==> config.mk <==
export PLATFORM = sky130hd
export DESIGN_NAME = shadow_ret_stack
export DESIGN_NICKNAME = d
export VERILOG_FILES = /design/src/rtl/srs_pkg.sv /design/src/rtl/srs_store.sv /design/src/rtl/srs_ctrl.sv /design/src/rtl/shadow_ret_stack.sv
export SDC_FILE = /design/constraint.sdc
export NUM_CORES = 2
export LEC_CHECK = 0
export BUFFER_PORTS_ARGS = -buffer_cell sky130_fd_sc_hd__buf_2
export CAP_MARGIN = 10
export CORE_UTILIZATION = 40
export CTS_CLUSTER_SIZE = 25
export DETAILED_ROUTE_END_ITERATION = 8
export HOLD_SLACK_MARGIN = 0.05
export SLEW_MARGIN = 5
export SYNTH_ARGS = -nofsm -noshare
export SYNTH_HDL_FRONTEND = slang
export SYNTH_SLANG_ARGS = --single-unit
==> constraint.sdc <==
create_clock -name clk -period 8.15 [get_ports clk]
set_input_delay 0.4075 -clock clk [delete_from_list [all_inputs] [get_ports clk]]
set_output_delay 0.4075 -clock clk [all_outputs]
set_load 0.03 [all_outputs]
==> src/rtl/srs_pkg.sv <==
package srs_pkg;
    typedef enum logic [1:0] {
        OCC_EMPTY   = 2'd0,
        OCC_PARTIAL = 2'd1,
        OCC_FULL    = 2'd2
    } occ_e;
endpackage

==> src/rtl/srs_store.sv <==
module srs_store #(
    parameter int DEPTH = 32,
    parameter int AW    = 64,
    parameter int PW    = $clog2(DEPTH)
) (
    input  logic          clk,
    input  logic          we,
    input  logic [PW-1:0] waddr,
    input  logic [AW-1:0] wdata,
    input  logic [PW-1:0] top_addr,
    output logic [AW-1:0] top_data,
    input  logic [PW-1:0] peek_addr,
    output logic [AW-1:0] peek_rd
);
    logic [AW-1:0] slots [DEPTH];

    always_ff @(posedge clk) begin
        if (we) slots[waddr] <= wdata;
    end

    assign top_data = slots[top_addr];
    assign peek_rd  = slots[peek_addr];
endmodule

==> src/rtl/srs_ctrl.sv <==
module srs_ctrl
    import srs_pkg::*;
#(
    parameter int DEPTH = 32,
    parameter int CW    = $clog2(DEPTH + 1),
    parameter int PW    = $clog2(DEPTH)
) (
    input  logic          clk,
    input  logic          rst_n,
    input  logic          call_v,
    input  logic          ret_v,
    input  logic          swpush_v,
    input  logic          swpop_v,
    output logic [CW-1:0] cnt,
    output occ_e          occ,
    output logic          ret_pop,
    output logic          ret_unf,
    output logic          call_push,
    output logic          call_ovf,
    output logic          sw_push,
    output logic          sw_ovf,
    output logic          sw_unf,
    output logic          we,
    output logic [PW-1:0] waddr
);
    localparam logic [CW-1:0] FULLC = CW'(DEPTH);

    logic          hw_busy, sw_pop;
    logic [CW-1:0] cnt_after_ret, cnt_nxt;
    occ_e          occ_nxt;

    always_comb begin
        hw_busy       = call_v | ret_v;
        ret_pop       = ret_v && (cnt != '0);
        ret_unf       = ret_v && (cnt == '0);
        cnt_after_ret = ret_pop ? cnt - CW'(1) : cnt;
        call_push     = call_v && (cnt_after_ret != FULLC);
        call_ovf      = call_v && (cnt_after_ret == FULLC);
        sw_push       = !hw_busy && swpush_v && (cnt != FULLC);
        sw_ovf        = !hw_busy && swpush_v && (cnt == FULLC);
        sw_pop        = !hw_busy && !swpush_v && swpop_v && (cnt != '0);
        sw_unf        = !hw_busy && !swpush_v && swpop_v && (cnt == '0);
        we            = call_push | sw_push;
        waddr         = PW'(cnt_after_ret);
        cnt_nxt       = cnt_after_ret + CW'(call_push) + CW'(sw_push) - CW'(sw_pop);
    end

    always_comb begin
        occ_nxt = occ;
        unique case (occ)
            OCC_EMPTY: begin
                if (cnt_nxt == FULLC)    occ_nxt = OCC_FULL;
                else if (cnt_nxt != '0)  occ_nxt = OCC_PARTIAL;
            end
            OCC_PARTIAL: begin
                if (cnt_nxt == '0)         occ_nxt = OCC_EMPTY;
                else if (cnt_nxt == FULLC) occ_nxt = OCC_FULL;
            end
            OCC_FULL: begin
                if (cnt_nxt == '0)         occ_nxt = OCC_EMPTY;
                else if (cnt_nxt != FULLC) occ_nxt = OCC_PARTIAL;
            end
            default: occ_nxt = OCC_EMPTY;
        endcase
    end

    always_ff @(posedge clk or negedge rst_n) begin
        if (!rst_n) begin
            occ <= OCC_EMPTY;
            cnt <= '0;
        end else begin
            occ <= occ_nxt;
            cnt <= cnt_nxt;
        end
    end

    // the occupancy state agrees with the counter
    a_r12_empty_state: assert property (@(posedge clk) disable iff (!rst_n)
        (occ == OCC_EMPTY) |-> (cnt == '0));
    a_r12_full_state: assert property (@(posedge clk) disable iff (!rst_n)
        (occ == OCC_FULL) |-> (cnt == FULLC));
    // the count never passes capacity, and a refused call leaves it untouched
    a_r5_no_overflow: assert property (@(posedge clk) disable iff (!rst_n)
        cnt <= FULLC);
    a_r5_ovf_holds: assert property (@(posedge clk) disable iff (!rst_n)
        call_ovf |=> $stable(cnt));
    // a return on an empty stack with no call leaves the count at zero
    a_r6_unf_holds: assert property (@(posedge clk) disable iff (!rst_n)
        (ret_unf && !call_v) |=> (cnt == '0));
    // a return and a call together on a non-empty stack keep the depth
    a_r7_ret_then_call: assert property (@(posedge clk) disable iff (!rst_n)
        (ret_v && call_v && cnt != '0) |=> $stable(cnt));
endmodule

==> src/rtl/shadow_ret_stack.sv <==
module shadow_ret_stack
    import srs_pkg::*;
#(
    parameter int DEPTH = 32,
    parameter int AW    = 64,
    localparam int CW   = $clog2(DEPTH + 1),
    localparam int PW   = $clog2(DEPTH)
) (
    input  logic          clk,
    input  logic          rst_n,
    input  logic          mode_direct,
    input  logic          call_valid,
    input  logic [AW-1:0] call_addr,
    input  logic          ret_valid,
    input  logic [AW-1:0] link_value,
    input  logic          sw_push_valid,
    input  logic [AW-1:0] sw_push_addr,
    input  logic          sw_pop_valid,
    input  logic          store_attempt,
    input  logic [PW-1:0] peek_depth,
    output logic          peek_hit,
    output logic [AW-1:0] peek_data,
    output logic          ret_done,
    output logic [AW-1:0] ret_target,
    output logic          ret_mismatch,
    output logic          overflow,
    output logic          underflow,
    output logic          store_reject,
    output logic [CW-1:0] depth_count,
    output logic          stack_empty,
    output logic          stack_full
);
    logic [CW-1:0] cnt;
    occ_e          occ;
    logic          ret_pop, ret_unf, call_push, call_ovf, sw_push, sw_ovf, sw_unf, we;
    logic [PW-1:0] waddr, top_addr, peek_addr;
    logic [AW-1:0] wdata, top_data, peek_rd;

    srs_ctrl #(.DEPTH(DEPTH), .CW(CW), .PW(PW)) u_ctrl (
        .clk(clk), .rst_n(rst_n),
        .call_v(call_valid), .ret_v(ret_valid),
        .swpush_v(sw_push_valid), .swpop_v(sw_pop_valid),
        .cnt(cnt), .occ(occ),
        .ret_pop(ret_pop), .ret_unf(ret_unf),
        .call_push(call_push), .call_ovf(call_ovf),
        .sw_push(sw_push), .sw_ovf(sw_ovf), .sw_unf(sw_unf),
        .we(we), .waddr(waddr)
    );

    assign wdata     = call_push ? call_addr : sw_push_addr;
    assign top_addr  = PW'(cnt - CW'(1));
    assign peek_addr = PW'(cnt - CW'(1) - CW'(peek_depth));

    srs_store #(.DEPTH(DEPTH), .AW(AW), .PW(PW)) u_store (
        .clk(clk), .we(we), .waddr(waddr), .wdata(wdata),
        .top_addr(top_addr), .top_data(top_data),
        .peek_addr(peek_addr), .peek_rd(peek_rd)
    );

    assign peek_hit    = CW'(peek_depth) < cnt;
    assign peek_data   = peek_hit ? peek_rd : '0;
    assign depth_count = cnt;
    assign stack_empty = (occ == OCC_EMPTY);
    assign stack_full  = (occ == OCC_FULL);

    always_ff @(posedge clk or negedge rst_n) begin
        if (!rst_n) begin
            ret_done     <= 1'b0;
            ret_target   <= '0;
            ret_mismatch <= 1'b0;
            overflow     <= 1'b0;
            underflow    <= 1'b0;
            store_reject <= 1'b0;
        end else begin
            ret_done     <= ret_pop;
            ret_target   <= ret_pop ? (mode_direct ? top_data : link_value) : '0;
            ret_mismatch <= ret_pop && !mode_direct && (top_data != link_value);
            overflow     <= call_ovf | sw_ovf;
            underflow    <= ret_unf | sw_unf;
            store_reject <= store_attempt;
        end
    end

    // a mismatch pulse only follows a compare-mode return
    a_r4_mismatch_compare: assert property (@(posedge clk) disable iff (!rst_n)
        ret_mismatch |-> (ret_done && !$past(mode_direct)));
    // an underflow never coincides with a completed return
    a_r6_unf_no_done: assert property (@(posedge clk) disable iff (!rst_n)
        underflow |-> !ret_done);
    // a rejected store follows a store attempt
    a_r10_reject_source: assert property (@(posedge clk) disable iff (!rst_n)
        store_reject |-> $past(store_attempt));
    // the read port never hits on an empty stack
    a_r11_peek_empty: assert property (@(posedge clk) disable iff (!rst_n)
        stack_empty |-> !peek_hit);
endmodule

==> out/metrics.csv <==
metric,value,unit
outcome,completed,
Max-slew headroom,0.05328,
post-CTS setup buffers,0,
RSZ-0062 raised after global routing,false,
total clock sinks,2125,
CTS tree,built,
final wirelength,356500,um
Max Root-Sink Buffers,3,
synth top area cells,"edfxtp_1, mux4_2, mux2i_1",
post-synth top area share,0.6120,
Hold WC Path Type,primary input to flop,
syn_nets,5913,
slowest CP cell,xor2_4,
fin crit share,0.8930,
DRC,0,
WP data required,7740,ps
Netlist cell types,88,
TritonRoute pass-1 iters,6,
worst slew pin tran,1409,ps
number of global-route vias before repair,61416,
Die Width,503.2,um
worst endpoint data arrival time,6870,ps
# rows,183,
"count leader, synth",edfxtp_1,
layout cell share with drive strength beyond 1,0.3070,
All-Layer GR Usage,0.2791,
"CTS clk-pin slew, worst paths",60,ps
slowest cell delay on critical path,800,ps
fin. max-slew vios,0,
Crit. Startpoint,u_ctrl.cnt[0],
detail-routed via count per cell,6.501,
Buffers & Inverters on Critical Path,4,
Ys Warns,0,
ys flop type,edfxtp_1,
Die Ht,503.2,um
Max Clock Freq,0.1374,GHz
die footprint,253200,sq um
Final Hold Vio Count,0,
synthesis-stage register bit count,2125,
Avg WL per Cell,37.26,um
# port buffers,346,
synthesized instance count,5684,
Initial Utilization,0.4034,
number of max-cap violations,0,
"Setup violations, final",0,
CTS Buf Count,223,
Hold Buf Count CTS,65,
Final ANT Viol Nets,0,
reg2reg start,u_ctrl.cnt[0],
RD Place Congestion,0.9229,
setup tns final,0,ps
CTS root buf,clkbuf_16,
global-route wire length before repair,489400,um
Synth Cell Area,100500,sq um
CP cell instances,inv_4 -> ha_1 -> xnor2_4 -> inv_16 -> ha_1 -> xor2_4 -> buf_4 -> nor2b_1 -> a211oi_1 -> a21oi_1 -> a21oi_1 -> nor2_1 -> buf_2,
initial drt markers,8647,
core area,249100,sq um
minimum clock period,7278,ps
Worst Clk Skew,43.91,ps
CTS HTree Levels,4,
critical path class,flop to output pin,
Synth async-reset ratio,0.03624,
post-synthesis sequential area ratio,0.6312,
"Net count, final",6273,
Detailed Place HPWL,207100,um
"area leader, netlist",edfxtp_1,
largest net degree at the start of global routing,158,
crit start category,flop,
grt ovf,0,
Worst setup EP type,output pin,
Post-synth top cells,"edfxtp_1, mux4_2, nand2_1",
initial antenna violation count,9,
I/O pins,347,
Post-synth EDFFs,2048,
Crit path max-delay family,buffers and inverters,
"reg-to-reg slack, setup",1170,ps
via count,62197,
crit-path max FO,135,
syn_area_per_cell,17.68,sq um
"Clk Latency, worst-skew pair",880,ps
area delta synth->final,13.97,%
HP Start,link_value[20],
cts repair resizes,0,
worst min-delay path, stage by stage:
cell	delay, ps
buf_2	180
mux2i_1	190
nor2_1	150
flip-flops by register name, indices dropped and copies added (netlist names):
name / flops
u_ctrl.cnt: 6
ret_target: 64
u_ctrl.occ: 2
underflow: 1
ret_mismatch: 1
ret_done: 1
u_store.slots: 2048
overflow: 1
store_reject: 1
logic make-up after synthesis:
group | Yosys count | synth area share
AOI/OAI and AO/OA | 648 | 0.04442
xor gates and xnor gates | 71 | 0.006375
adders and majority gates | 24 | 0.003213
buffers and inverters | 478 | 0.02286
DFF | 2125 | 0.6312
muxes | 1279 | 0.2433
and+or+nand+nor | 1059 | 0.04859
worst paths after layout:
check                                 end  depth (start not counted)
max                          peek_data[3]                         13
min                        ret_target[20]                          3
max reg2reg                  ret_mismatch                         14
min reg2reg                 u_ctrl.occ[0]                          1
max in group asynchronous  ret_target[13]                          4
min in group asynchronous  ret_target[61]                          4
stage by stage:
stage	cells	util	worst slack [ps]	hold WS [ps]	area (sq um)
floorplan	5684	-	1933	111.9	100500
global placement	9081	0.4274	1432	386.8	106500
detailed placement	9083	0.4274	1377	391.4	106500
CTS	9560	0.4596	897.1	56.67	114500
global route	9563	0.4596	718.0	58.87	114500
finish	9568	0.4597	872.0	110.7	114500
layout by cell type, fill, tap and decap left out, drive strengths merged, types with 22 or more instances in the layout:
| cell | synthesis | final |
|---|---|---|
| edfxtp | 2048 | 2048 |
| mux4 | 924 | 924 |
| buf | 244 | 514 |
| nand2 | 476 | 476 |
| clkbuf | 200 | 288 |
| mux2i | 284 | 284 |
| a211oi | 212 | 212 |
| a21oi | 197 | 197 |
| nor2 | 183 | 183 |
| nand3 | 150 | 150 |
| nor2b | 132 | 132 |
| clkinv | 0 | 91 |
| dfrtp | 77 | 77 |
| mux2 | 71 | 71 |
| dlygate4sd3 | 0 | 64 |
| xnor2 | 40 | 40 |
| and3 | 39 | 39 |
| inv | 34 | 39 |
| a32oi | 37 | 37 |
| a31oi | 36 | 36 |
| xor2 | 31 | 31 |
| o21ai | 30 | 30 |
| nor4 | 22 | 22 |
final cells by class:
| type | instances | area (sq um) |
|---|---|---|
| clock buffers | 287 | 6113 |
| clock inverters | 125 | 1236 |
| diodes | 7 | 17.52 |
| well taps | 3330 | 4167 |
| multi-input cells | 3081 | 35120 |
| repair buffers | 579 | 4282 |
| inverters | 34 | 151.4 |
| flip-flops and latches | 2125 | 63430 |
| fillers | 21380 | 134600 |
layer usage:
metal,track usage,up-vias,share of wire
li1,-,24325,-
met1,0.3610,33032,0.37
met2,0.4433,3996,0.47
met3,0.05011,840,0.092
met4,0.1618,4,0.067
met5,0,-,0.000073
Power is left out: the tool's default activity adds up to more than one toggle a clock period on the data nets, which glitch-free logic cannot reach.
